<file path="src/rtl/line_codec_pkg.sv">
package line_codec_pkg;

    typedef enum logic [2:0] {
        LC_NRZ    = 3'd0,
        LC_NRZI_M = 3'd1,
        LC_NRZI_S = 3'd2,
        LC_FM1    = 3'd3,
        LC_FM0    = 3'd4,
        LC_MAN    = 3'd5,
        LC_DMAN   = 3'd6,
        LC_RSVD   = 3'd7
    } lc_mode_e;

    typedef struct packed {
        logic h1;   // level sampled in the first half of the cell
        logic h2;   // level sampled in the second half of the cell
    } lc_halves_t;

    // Fold the reserved code onto plain NRZ.
    function automatic lc_mode_e lc_norm(input logic [2:0] m);
        if (m == 3'd7) return LC_NRZ;
        return lc_mode_e'(m);
    endfunction

    // Line level taken at the start of a cell.
    function automatic logic lc_start_level(input lc_mode_e m, input logic b, input logic cur);
        case (m)
            LC_NRZI_M:     return cur ^ b;
            LC_NRZI_S:     return cur ^ ~b;
            LC_FM1,
            LC_FM0:        return ~cur;
            LC_MAN:        return b;
            LC_DMAN:       return b ? cur : ~cur;
            default:       return b;
        endcase
    endfunction

    // Line level taken at mid-cell, given the first-half level.
    function automatic logic lc_mid_level(input lc_mode_e m, input logic b, input logic cur);
        case (m)
            LC_FM1:        return b ? ~cur : cur;
            LC_FM0:        return b ? cur : ~cur;
            LC_MAN,
            LC_DMAN:       return ~cur;
            default:       return cur;
        endcase
    endfunction

    // Recover the NRZ bit from the two half-cell samples and the previous cell's level.
    function automatic logic lc_decide(input lc_mode_e m, input lc_halves_t s, input logic prev);
        case (m)
            LC_NRZI_M:     return s.h2 ^ prev;
            LC_NRZI_S:     return ~(s.h2 ^ prev);
            LC_FM1:        return s.h1 ^ s.h2;
            LC_FM0:        return ~(s.h1 ^ s.h2);
            LC_MAN:        return s.h1;
            LC_DMAN:       return ~(s.h1 ^ prev);
            default:       return s.h2;
        endcase
    endfunction

endpackage

</file>
<file path="src/rtl/lc_encoder.sv">
module lc_encoder
    import line_codec_pkg::*;
#(
    parameter int OSR = 16
) (
    input  logic     clk,
    input  logic     rst,
    input  lc_mode_e mode,
    input  logic     tx_bit,
    input  logic     tx_en,
    output logic     tx_line
);
    localparam int CW = $clog2(OSR);
    localparam logic [CW-1:0] HALF_C = CW'(OSR / 2);

    logic          line_q;
    logic          bit_q;
    logic          armed_q;
    logic [CW-1:0] hcnt_q;

    always_ff @(posedge clk) begin
        if (rst) begin
            line_q  <= 1'b0;
            bit_q   <= 1'b0;
            armed_q <= 1'b0;
            hcnt_q  <= '0;
        end else if (tx_en) begin
            line_q  <= lc_start_level(mode, tx_bit, line_q);
            bit_q   <= tx_bit;
            armed_q <= 1'b1;
            hcnt_q  <= CW'(1);
        end else if (armed_q) begin
            if (hcnt_q == HALF_C) begin
                line_q  <= lc_mid_level(mode, bit_q, line_q);
                armed_q <= 1'b0;
            end else begin
                hcnt_q <= hcnt_q + CW'(1);
            end
        end
    end

    assign tx_line = line_q;


    fm_start_flip_chk: assert property (@(posedge clk) disable iff (rst)
        (tx_en && (mode == LC_FM1 || mode == LC_FM0)) |=> (tx_line != $past(tx_line)));


    man_mid_invert_chk: assert property (@(posedge clk) disable iff (rst)
        (!tx_en && armed_q && hcnt_q == HALF_C && mode == LC_MAN) |=> (tx_line == !$past(bit_q)));


    line_quiet_chk: assert property (@(posedge clk) disable iff (rst)
        (!tx_en && !armed_q) |=> $stable(tx_line));

endmodule

</file>
<file path="src/rtl/lc_rx_sync.sv">
module lc_rx_sync #(
    parameter int STAGES = 2
) (
    input  logic clk,
    input  logic rst,
    input  logic rx_line,
    output logic lvl,
    output logic edge_seen
);
    logic [STAGES-1:0] chain_q;
    logic              lvl_d_q;

    generate
        if (STAGES == 1) begin : g_single
            always_ff @(posedge clk) begin
                if (rst) chain_q <= '0;
                else     chain_q <= rx_line;
            end
        end else begin : g_multi
            always_ff @(posedge clk) begin
                if (rst) chain_q <= '0;
                else     chain_q <= {chain_q[STAGES-2:0], rx_line};
            end
        end
    endgenerate

    always_ff @(posedge clk) begin
        if (rst) lvl_d_q <= 1'b0;
        else     lvl_d_q <= chain_q[STAGES-1];
    end

    assign lvl       = chain_q[STAGES-1];
    assign edge_seen = chain_q[STAGES-1] ^ lvl_d_q;

endmodule

</file>
<file path="src/rtl/lc_phase_timer.sv">
module lc_phase_timer #(
    parameter int OSR = 16
) (
    input  logic clk,
    input  logic rst,
    input  logic edge_seen,
    output logic locked,
    output logic tick_h1,
    output logic tick_h2,
    output logic tick_end
);
    localparam int CW = $clog2(OSR);
    localparam logic [CW-1:0] Q1_C  = CW'(OSR / 4);
    localparam logic [CW-1:0] Q3_C  = CW'(OSR - OSR / 4);
    localparam logic [CW-1:0] END_C = CW'(OSR - 1);

    logic [CW-1:0] cnt_q;
    logic          locked_q;
    logic          in_win;
    logic          resync;

    assign in_win = (cnt_q >= Q3_C) || (cnt_q < Q1_C);
    assign resync = edge_seen && (!locked_q || in_win);

    always_ff @(posedge clk) begin
        if (rst) begin
            cnt_q    <= '0;
            locked_q <= 1'b0;
        end else begin
            if (resync) begin
                cnt_q    <= CW'(1);
                locked_q <= 1'b1;
            end else begin
                cnt_q <= cnt_q + CW'(1);
            end
        end
    end

    assign locked   = locked_q;
    assign tick_h1  = (cnt_q == Q1_C);
    assign tick_h2  = (cnt_q == Q3_C);
    assign tick_end = (cnt_q == END_C);


    first_edge_lock_chk: assert property (@(posedge clk) disable iff (rst)
        (edge_seen && !locked) |=> (locked && cnt_q == CW'(1)));


    phase_wrap_chk: assert property (@(posedge clk) disable iff (rst)
        (cnt_q == END_C && !edge_seen) |=> (cnt_q == '0));

endmodule

</file>
<file path="src/rtl/lc_cell_decoder.sv">
module lc_cell_decoder
    import line_codec_pkg::*;
(
    input  logic     clk,
    input  logic     rst,
    input  lc_mode_e mode,
    input  logic     lvl,
    input  logic     locked,
    input  logic     tick_h1,
    input  logic     tick_h2,
    input  logic     tick_end,
    output logic     rx_bit,
    output logic     rx_valid
);
    lc_halves_t halves_q;
    logic       prev_q;
    logic       bit_q;
    logic       valid_q;

    always_ff @(posedge clk) begin
        if (rst) begin
            halves_q <= '0;
            prev_q   <= 1'b0;
            bit_q    <= 1'b0;
            valid_q  <= 1'b0;
        end else begin
            if (tick_h1) halves_q.h1 <= lvl;
            if (tick_h2) halves_q.h2 <= lvl;
            if (tick_end && locked) begin
                bit_q   <= lc_decide(mode, halves_q, prev_q);
                prev_q  <= halves_q.h2;
                valid_q <= 1'b1;
            end else begin
                valid_q <= 1'b0;
            end
        end
    end

    assign rx_bit   = bit_q;
    assign rx_valid = valid_q;


    valid_pulse_chk: assert property (@(posedge clk) disable iff (rst)
        rx_valid |=> !rx_valid);


    valid_needs_lock_chk: assert property (@(posedge clk) disable iff (rst)
        rx_valid |-> $past(locked));

endmodule

</file>
<file path="src/rtl/line_codec.sv">
module line_codec
    import line_codec_pkg::*;
#(
    parameter int OSR         = 16,
    parameter int SYNC_STAGES = 2
) (
    input  logic       clk,
    input  logic       rst,
    input  logic [2:0] mode,
    input  logic       tx_bit,
    input  logic       tx_en,
    output logic       tx_line,
    input  logic       rx_line,
    output logic       rx_bit,
    output logic       rx_valid
);
    lc_mode_e mode_n;
    logic     lvl;
    logic     edge_seen;
    logic     locked;
    logic     tick_h1;
    logic     tick_h2;
    logic     tick_end;

    assign mode_n = lc_norm(mode);

    lc_encoder #(.OSR(OSR)) u_enc (
        .clk     (clk),
        .rst     (rst),
        .mode    (mode_n),
        .tx_bit  (tx_bit),
        .tx_en   (tx_en),
        .tx_line (tx_line)
    );

    lc_rx_sync #(.STAGES(SYNC_STAGES)) u_sync (
        .clk       (clk),
        .rst       (rst),
        .rx_line   (rx_line),
        .lvl       (lvl),
        .edge_seen (edge_seen)
    );

    lc_phase_timer #(.OSR(OSR)) u_timer (
        .clk       (clk),
        .rst       (rst),
        .edge_seen (edge_seen),
        .locked    (locked),
        .tick_h1   (tick_h1),
        .tick_h2   (tick_h2),
        .tick_end  (tick_end)
    );

    lc_cell_decoder u_dec (
        .clk      (clk),
        .rst      (rst),
        .mode     (mode_n),
        .lvl      (lvl),
        .locked   (locked),
        .tick_h1  (tick_h1),
        .tick_h2  (tick_h2),
        .tick_end (tick_end),
        .rx_bit   (rx_bit),
        .rx_valid (rx_valid)
    );

endmodule

</file>
<file path="config.mk">
export PLATFORM = sky130hd
export DESIGN_NAME = line_codec
export DESIGN_NICKNAME = d
export VERILOG_FILES = /design/src/rtl/line_codec_pkg.sv /design/src/rtl/lc_encoder.sv /design/src/rtl/lc_rx_sync.sv /design/src/rtl/lc_phase_timer.sv /design/src/rtl/lc_cell_decoder.sv /design/src/rtl/line_codec.sv
export SDC_FILE = /design/constraint.sdc
export NUM_CORES = 1
export LEC_CHECK = 0
export ABC_AREA = 0
export BUFFER_PORTS_ARGS = -buffer_cell sky130_fd_sc_hd__buf_2
export CAP_MARGIN = 30
export CORE_AREA = 2 2 53 55
export CTS_CLUSTER_SIZE = 20
export DETAILED_ROUTE_END_ITERATION = 10
export DIE_AREA = 0 0 55 57
export GPL_ROUTABILITY_DRIVEN = 1
export SYNTH_ARGS = -nofsm -noshare
export SYNTH_HDL_FRONTEND = slang
export SYNTH_SLANG_ARGS = --single-unit
</file>
<file path="constraint.sdc">
create_clock -name clk -period 1.52 [get_ports clk]
set_input_delay 0.076 -clock clk [delete_from_list [all_inputs] [get_ports clk]]
set_output_delay 0.076 -clock clk [all_outputs]
set_load 0.01 [all_outputs]
</file>
Word level (Yosys, flattened, before mapping)
Cells that the tools add are included.

cells by class
  eq/ne operators = 15
  shifts and indexed selects = 0
  reductions and logical operators = 15
  multipliers = 0
  div/mod/pow operators = 0
  bitwise operators = 12
  $add $sub $neg = 2
  $lt $le $gt $ge = 2
  muxes and demuxes = 20

operators by type and width
  operator             count
  $mux 1               15
  $eq 3x3->1 const B   4
  $eq 4x4->1 const B   3
  $ne 3x3->1 const B   3
  $add 4x1->4 const B  2
  $reduce_or 2->1      4
  $eq 3x2->1 const B   2
  $mux 3               2
  $not 1->1            6
  $pmux 1 s6           1
  $reduce_and 6->1     1
  $xor 1x1->1          6
  $eq 4x3->1 const B   1
  $ge 4x4->1 const B   1
  $lt 4x3->1 const B   1
  $pmux 1 s4           1
  $reduce_and 2->1     2
  $reduce_bool 2->1    2
  $reduce_bool 4->1    1
  $eq 3x1->1 const B   1
  $pmux 1 s3           1
  $logic_and 1x1->1    2
  $logic_or 1x1->1     2
  $ne 2x2->1 const B   1
  $logic_not 1->1      1

word-level totals
  ROM bits = 0
  RAM bits = 0
  logic and storage cells = 81
  latch bits = 0
  input bits = 8
  flip-flop bits (word level) = 20
  output and inout bits = 3
  memories kept = 0

Depth between registers and ports, before layout
Gate-level depths: netlist (run 1).

  word-level depth = 9
  depth in mapped cells = 7

Modules after synthesis
A second synthesis (run 1) with hierarchy kept.

unflattened totals
  cell total of the unflattened synthesis = 126
  area total of the unflattened synthesis = 1158.6 um^2

by module, submodules not included
  module           sequential area each (um^2)  cells an instance  times used  area each (um^2)
  lc_encoder       140.1                        51                 1           445.4
  lc_cell_decoder  100.1                        39                 1           337.8
  lc_phase_timer   100.1                        26                 1           265.3
  lc_rx_sync       60.1                         7                  1           87.6
  line_codec       0.0                          3                  1           22.5

Least setup slack after synthesis (run 1)
No wires, ideal clock.

  path kind = register to register
  start = reg u_enc.hcnt_q[0]
  end = reg u_enc.line_q, in the netlist u_enc.tx_line
  setup time = 117 ps
  data required time = 1403 ps
  clock period less this slack = 1352 ps
  stages on the path, launching flop included = 8
  arrival = 1235 ps
  path buffers = 0
  slack = 168 ps
  cells stage by stage = dfxtp_1 inv_1 ha_1 nand3b_1 nor2_1 a21oi_1 a211o_1 a32o_1

on the way
  longest elaborated chain between the ends = 3

ends and longest elaborated chain
  item                                RTL line          text
  from (decl)                         lc_encoder.sv:19  logic [CW-1:0] hcnt_q;
  from (signal assigned)              lc_encoder.sv:37  hcnt_q <= hcnt_q + CW'(1);
  $eq 4x4->1                          lc_encoder.sv:33  if (hcnt_q == HALF_C) begin
  $reduce_bool 2->1 (no source line)  n/a
  $reduce_and 6->1 (no source line)   n/a
  to (signal assigned)                lc_encoder.sv:28  line_q <= lc_start_level(mode, tx_bit, line_q);
  to (signal assigned)                lc_encoder.sv:34  line_q <= lc_mid_level(mode, bit_q, line_q);
  to (decl)                           lc_encoder.sv:16  logic line_q;

No other way between the ends.
A chain may end at the register's enable or synchronous reset.

Final worst setup path (run 1)
  start = reg u_dec.prev_q
  end = reg u_dec.bit_q, in the netlist u_dec.rx_bit

on the way
  longest elaborated chain between the ends = 3

ends and longest elaborated chain
  item                                   RTL line                                                          text
  from (decl)                            lc_cell_decoder.sv:16                                             logic prev_q;
  from (signal assigned)                 lc_cell_decoder.sv:31                                             prev_q <= halves_q.h2;
  $xor 1x1->1, on equally long branches  line_codec_pkg.sv:57, line_codec_pkg.sv:52, line_codec_pkg.sv:53
  $not 1->1, on equally long branches    line_codec_pkg.sv:57, line_codec_pkg.sv:53
  $pmux 1 s6 (*)                         line_codec_pkg.sv:51                                              case (m)
  to (signal assigned)                   lc_cell_decoder.sv:30                                             bit_q <= lc_decide(mode, halves_q, prev_q);
  to (decl)                              lc_cell_decoder.sv:17                                             logic bit_q;

Every way passes the cells marked *; elsewhere a longest branch is shown, timed or not.

==> results.ini, run 1 <==
[drt]
drt_wl_total_um = 2100
drt-vias-per-instance = 5.17
drc_errors = 0
drt_first_iter_violations = 17
first_pass_iters = 4
vias = 900
routedWlPerCell_um = 12.1
ant_nets = 0

[floorplanning]
initial_core_util_pct = 42.2
num_rows = 19
die_x_um = 55
die_h_um = 57
ioPinCount = 11
core_area_sq_um = 2620
dieArea_sq_um = 3140

[synthesis]
postSynthAreaPerCell_sq_um = 8.41
ys_types = 40
synth_top_area_cell = dfxtp_1
synthTopCellsByCount = dfxtp_1 (20), inv_1 (13), nand2_1 (13)
synthCells = 131
synth_warnings = 0
post-synth-top-count-cell = dfxtp_1
synth.top_cell.area_share_pct = 36.3
synth.area.top_cells = dfxtp_1 (36%), ha_1 (6.8%), a21oi_1 (5.4%)
yosysSeqAreaShare_pct = 36.3
netlist_area_sq_um = 1100
ys.flop_type = dfxtp_1
ys_ff_latch = 20
synth_edf_count = 0
async_reset_ff_share_pct = 0
synth_nets = 145

[critical_path]
crit_fanout = 6
worst-setup-path-type = reg -> reg
critPathLaunchType = register
arrival_ns = 1.68
timing.rr.end = u_dec.rx_bit
reg2reg_depth = 5
cp_data_required_time_ns = 1.73
reg2reg_slack_ns = 0.05
end_kind = register
worst_r2r_startpoint = u_dec.prev_q

[sta]
relSlewSlack_pct = 77.3
rsz0062_at_grt = true
period_needed_ns = 1.47
slew_violations = 0
hold_viol = 0
setup-violations-final = 0
clock_skew_ns = 0.00592
worst_pin_slew_ns = 0.338
fmax_mhz = 682
period_share_pct = 96.5

[power_and_ir_drop]
seqPwrFrac_pct = 55.1
p_int_w = 0.000758
power_w = 0.00102
cellLeakagePower_nw = 0.537
power.density_nw_per_um2 = 815
clkPwrFrac_pct = 30.1
swShare_pct = 25.6
combPwrFrac_pct = 14.8
vdd_drop_max_mv = 0.605
p_sw_w = 0.000262

[cts]
cts_root_buf = clkbuf_4
clock_latency_ns = 0.30
clockBufferDepth = 2
cts.sinks = 20
cts_made_buffers = 3
cts_tree = built
cts.htree.levels = 1
clk_pin_slew_ns = 0.11

[global_routing]
grt_pass1_vias = 832
overflow = 0
grt_usage_pct = 15.6
grt_max_degree = 19
antenna_found_initial = 0
grt_pass1_wl_um = 3610

[hold_path]
whs_path_depth = 3
holdPathEnd = u_enc.bit_q
worstHoldStart = tx_bit
hold_path_class = in -> reg

[cells_and_area]
drive_gt1_share_pct = 24.5
antenna_cells = 0
fillers = 282
area_delta_synth_final_pct = 13.6
final_nets = 158
finalNonFillerCells = 174

[placement]
io_buffers = 10
post-dp-hpwl_um = 1430
dp_cells = 165
gp_congestion = 0.714

[status]
status = completed

[job]
maxCapViolCount = 0

[kinds of logic (layout without fill, tap and decap cells)]
logic type,Yosys count,in the layout,synth area share (%)
muxes,2,2,1.82
adders and majority gates,6,6,6.81
xor gates and xnor gates,6,6,4.77
DFF,20,20,36.3
buffers and inverters,20,32,9.65
and+or+nand+nor,47,47,21.0
AOI/OAI and AO/OA,30,30,19.6
[routing by layer]
| layer | up-vias | wire length, um | track usage [%] |
|---|---|---|---|
| met5 | - | 0 | 0 |
| met4 | 0 | 39 | 7.32 |
| met2 | 12 | 1000 | 24.1 |
| li1 | 476 | - | - |
| met1 | 408 | 1010 | 20.5 |
| met3 | 4 | 45 | 3.14 |
[layout by cell type, fill, tap and decap left out, types with 3 or more instances in the layout]
cell type / netlist / layout
clkbuf_4: 0 / 3
buf_2: 1 / 10
nor2b_1: 3 / 3
a21oi_1: 12 / 11
nor3_1: 6 / 6
dfxtp_2: 0 / 3
nor2_1: 9 / 8
buf_4: 1 / 4
xnor2_1: 3 / 3
xor2_1: 3 / 3
ha_1: 6 / 5
nand3_1: 6 / 6
inv_1: 13 / 11
o21ai_0: 3 / 3
nand2_1: 13 / 13
dfxtp_1: 20 / 16
[power groups by stage]
stage                     clock [W]  combinational (W)  sequential (W)
after floorplan                   0           0.000108        0.000572
final                      0.000307           0.000151        0.000562
after global placement            0           0.000128        0.000574
after global routing       0.000344           0.000174        0.000566
after detailed placement          0           0.000131        0.000576
after CTS                  0.000320           0.000134        0.000564
[metrics by stage]
step	utilization (%)	hold WS, ns	setup TNS, ns	setup slack, ns	area, sq um
6_report	47.9	0.0572	0	0.0536	1250
5_1_grt	47.9	0.0425	-0.0414	-0.0414	1250
4_1_cts	45.1	0.0471	0	0.0305	1180
3_5_place_dp	43.3	0.307	0	0.0557	1130
3_3_place_gp	43.3	0.289	0	0.104	1130
2_1_floorplan	-	0.204	0	0.168	1100
[flip-flops by register name, indices dropped and copies added, names as in the netlist]
register / count
u_timer.cnt_q: 4
u_dec.rx_bit: 1
u_dec.rx_valid: 1
u_enc.bit_q: 1
u_dec.prev_q: 1
u_sync.chain_q: 2
u_enc.hcnt_q: 4
u_dec.halves_q: 2
u_enc.tx_line: 1
u_sync.lvl_d_q: 1
u_timer.locked: 1
u_enc.armed_q: 1
[worst max-delay path: stages, from the launching register on]
cell and delay (ns):
dfxtp_4 0.38, nand2b_4 0.14, a21boi_4 0.14, o311ai_2 0.29
o32ai_2 0.13, a2111oi_2 0.29
[worst max-delay path by stage]
stage,from,to
6_report,u_dec.prev_q,u_dec.rx_bit
4_1_cts,u_dec.prev_q,u_dec.rx_bit
5_1_grt,u_dec.prev_q,u_dec.rx_bit
3_3_place_gp,u_dec.halves_q[0],u_dec.rx_bit
2_1_floorplan,u_enc.hcnt_q[0],u_enc.tx_line
3_5_place_dp,u_dec.prev_q,u_dec.rx_bit
[layout make-up]
type	count	area [sq um]	area share [%]
Sequential cell	20	408	32.6
Timing Repair Buffer	15	90.1	7.19
Multi-Input combinational cell	91	631	50.3
Tap cell	31	38.8	3.10
Inverter	13	48.8	3.90
Clock buffer	4	36.3	2.90
[what timing repair did]
| item | in CTS | in global routing |
|---|---|---|
| resized for setup | 0 | 15 |
| hold buffers | 1 | 0 |
| endpoints found under the hold margin | 1 | 0 |
| setup endpoints to repair | 0 | 2 |
| setup buffers | 0 | 4 |
(Power assumes the default switching activity.)
==> run 2, diff against run 1 <==
--- a/config.mk
+++ b/config.mk
@@ -8,11 +8,12 @@
 export ABC_AREA = 0
 export BUFFER_PORTS_ARGS = -buffer_cell sky130_fd_sc_hd__buf_2
 export CAP_MARGIN = 30
-export CORE_AREA = 2 2 53 55
+export CORE_AREA = 2 2 48 50
 export CTS_CLUSTER_SIZE = 20
 export DETAILED_ROUTE_END_ITERATION = 10
-export DIE_AREA = 0 0 55 57
+export DIE_AREA = 0 0 50 52
 export GPL_ROUTABILITY_DRIVEN = 1
+export PLACE_DENSITY = 0.73
 export SYNTH_ARGS = -nofsm -noshare
 export SYNTH_HDL_FRONTEND = slang
 export SYNTH_SLANG_ARGS = --single-unit
==> constraint.sdc (replaced) <==
create_clock -name clk -period 1.52 [get_ports clk]
set_input_delay 0.228 -clock clk [delete_from_list [all_inputs] [get_ports clk]]
set_output_delay 0.228 -clock clk [all_outputs]
set_load 0.01 [all_outputs]
==> run 2 against run 1 <==
Against the previous run:
- maximum frequency is 2.2% higher
- first-iteration DRC count down 24%
- clock skew is 0.0030 ns lower
- sequential power about the same
- worst setup slack better by 0.031 ns
- combinational power is 9.9% lower
- wire length shrank 6.4%
- critical path type unchanged
- largest power group unchanged
==> results.ini, run 2 (synthesized netlist as in run 1, its figures left out) <==
[cells_and_area]
antenna_cells = 0  ; unchanged
finalNonFillerCells = 167  ; was 174
final_cell_mix = dfxtp_1 (18), nand2_1 (13), inv_1 (12), a21oi_1 (12), buf_2 (10)  ; was dfxtp_1 (16), nand2_1 (13), inv_1 (11), a21oi_1 (11), buf_2 (10)
fillers = 194  ; was 282
drive_gt1_share_pct = 16.5  ; was 24.5%
layout_commonest_cell = dfxtp_1  ; unchanged
final_nets = 155  ; was 158
area_delta_synth_final_pct = 6.13  ; was 13.6%
reg.largest.list = u_enc.hcnt_q x4, u_timer.cnt_q x4  ; unchanged

[sta]
clock_skew_ns = 0.00294  ; was 0.00592 ns
period_share_pct = 94.4  ; was 96.5%
rsz0062_at_grt = true  ; unchanged
whs_ns = 0.132  ; was 0.0572 ns
worst_pin_slew_ns = 0.334  ; was 0.338 ns
slew_violations = 0  ; unchanged
hold_viol = 0  ; unchanged
period_needed_ns = 1.44  ; was 1.47 ns
relSlewSlack_pct = 77.8  ; was 77.3%
setup-violations-final = 0  ; unchanged
fmax_mhz = 697  ; was 682 MHz

[critical_path]
reg2reg_slack_ns = 0.08  ; was 0.05 ns
worst-setup-path-type = reg -> reg  ; unchanged
reg2reg_depth = 7  ; was 5
timing.rr.end = u_enc.tx_line  ; was u_dec.rx_bit
critPathLaunchType = register  ; unchanged
cp_data_required_time_ns = 1.72  ; was 1.73 ns
arrival_ns = 1.64  ; was 1.68 ns
crit_fanout = 4  ; was 6
worst_r2r_startpoint = u_enc.hcnt_q[1]  ; was u_dec.prev_q
critPathLaunch = u_enc.hcnt_q[1]  ; was u_dec.prev_q
end_kind = register  ; unchanged
crit_path_end = u_enc.tx_line  ; was u_dec.rx_bit

[floorplanning]
dieArea_sq_um = 2600  ; was 3140 sq um
num_rows = 17  ; was 19
die_h_um = 52  ; was 57 um
ioPinCount = 11  ; unchanged
initial_core_util_pct = 52.3  ; was 42.2%
core_area_sq_um = 2110  ; was 2620 sq um
die_x_um = 50  ; was 55 um

[cts]
cts_made_buffers = 3  ; unchanged
clk_pin_slew_ns = 0.10  ; was 0.11 ns
cts_tree = built  ; unchanged
ctsHoldBuffers = 0  ; was 1
clockBufferDepth = 2  ; unchanged
cts.sinks = 20  ; unchanged
cts.htree.levels = 1  ; unchanged
clock_latency_ns = 0.30  ; about the same
postCtsSetupBuffers = 0  ; unchanged
cts_root_buf = clkbuf_4  ; unchanged

[drt]
ant_nets = 0  ; unchanged
drt_wl_total_um = 1970  ; was 2100 um
drc_errors = 0  ; unchanged
first_pass_iters = 4  ; unchanged
drt_first_iter_violations = 13  ; was 17
drt-vias-per-instance = 5.46  ; was 5.17
vias = 911  ; was 900
routedWlPerCell_um = 11.8  ; was 12.1 um

[global_routing]
grtUsageMet3_pct = 2.59  ; was 3.14%
grt_usage_pct = 17.0  ; was 15.6%
grt_pass1_wl_um = 3340  ; was 3610 um
antenna_found_initial = 0  ; unchanged
grtUsageMet1_pct = 20.5  ; about the same
grt_max_degree = 19  ; unchanged
grt_util_met2_pct = 29.4  ; was 24.1%
grt.busiest_layer = met2  ; unchanged
overflow = 0  ; unchanged
grt_pass1_vias = 825  ; was 832

[power_and_ir_drop]
cellLeakagePower_nw = 0.504  ; was 0.537 nW
vdd_drop_max_mv = 0.479  ; was 0.605 mV
power.density_nw_per_um2 = 808  ; was 815 nW/um^2
power_w = 0.000946  ; was 0.00102 W

[placement]
post-dp-hpwl_um = 1420  ; was 1430 um
io_buffers = 10  ; unchanged
dp_cells = 164  ; was 165
gp_congestion = 0.775  ; was 0.714

[status]
status = completed  ; unchanged

[job]
maxCapViolCount = 0  ; unchanged

[hold_path]
hold_path_class = in -> reg  ; unchanged

==> run 2: changes by cell type in the layout (fill, tap and decap cells not counted), sizes merged <==
| cell | delta |
|---|---|
| buf | -2 |
| clkbuf | -1 |
| dlygate4sd3 | -1 |
==> run 2: layout make-up <==
cell class	count	area (sq um)	share of cell area, %
Clock buffer	3	22.5	1.93
Inverter	13	48.8	4.17
Multi-Input combinational cell	91	596	50.9
Sequential cell	20	403	34.4
Tap cell	28	35.0	2.99
Timing Repair Buffer	12	65.1	5.56
==> run 2: worst max-delay path: stages (launching register included) <==
cell,delay [ns]
dfxtp_1,0.36
inv_1,0.07
ha_1,0.13
nand3b_1,0.10
nor2_1,0.12
a21oi_1,0.09
a211o_1,0.23
a32o_1,0.24
==> run 2: stage by stage <==
stage                     worst slack (ns)  instance area [sq um]   TNS, ns  util (%)
final                               0.0848                   1170         0      55.6
after CTS                           0.0325                   1170         0      55.4
after floorplan                      0.168                   1100         0         -
after global routing               -0.0567                   1170   -0.0567      55.6
after detailed placement          -0.00958                   1140  -0.00958      54.4
after global placement              0.0393                   1140         0      54.4
==> run 2: layer usage <==
layer	wire, um	part of all wire (%)
met2	979	50
met1	886	45
met4	38	1.9
met5	0	0
met3	60	3.1
==> run 2: repair_timing <==
item / in CTS / in global routing
pin swaps: 1 / 0
gates resized for setup: 0 / 3
endpoints found under the hold margin: 0 / 0
endpoints found under the setup margin: 1 / 2
==> run 2: worst min path at each step <==
stage | slack, ns | cells past startpoint | endpoint | startpoint
detailed placement | 0.43 | 1 | u_sync.chain_q[1] | u_sync.chain_q[0]
global route | 0.13 | 2 | u_sync.chain_q[0] | rx_line
finish | 0.13 | 2 | u_sync.chain_q[0] | rx_line
CTS | 0.13 | 2 | u_sync.chain_q[0] | rx_line
global placement | 0.42 | 1 | u_sync.chain_q[1] | u_sync.chain_q[0]
floorplan | 0.36 | 1 | u_sync.chain_q[0] | rx_line
==> run 2: power by group <==
group / internal [W] / leakage (nW) / total [W] / switching, W
Sequential: 0.000546 / 0.164 / 0.000564 / 0.0000182
Clock: 0.0000925 / 0.0138 / 0.000245 / 0.000153
Combinational: 0.0000592 / 0.326 / 0.000136 / 0.0000771
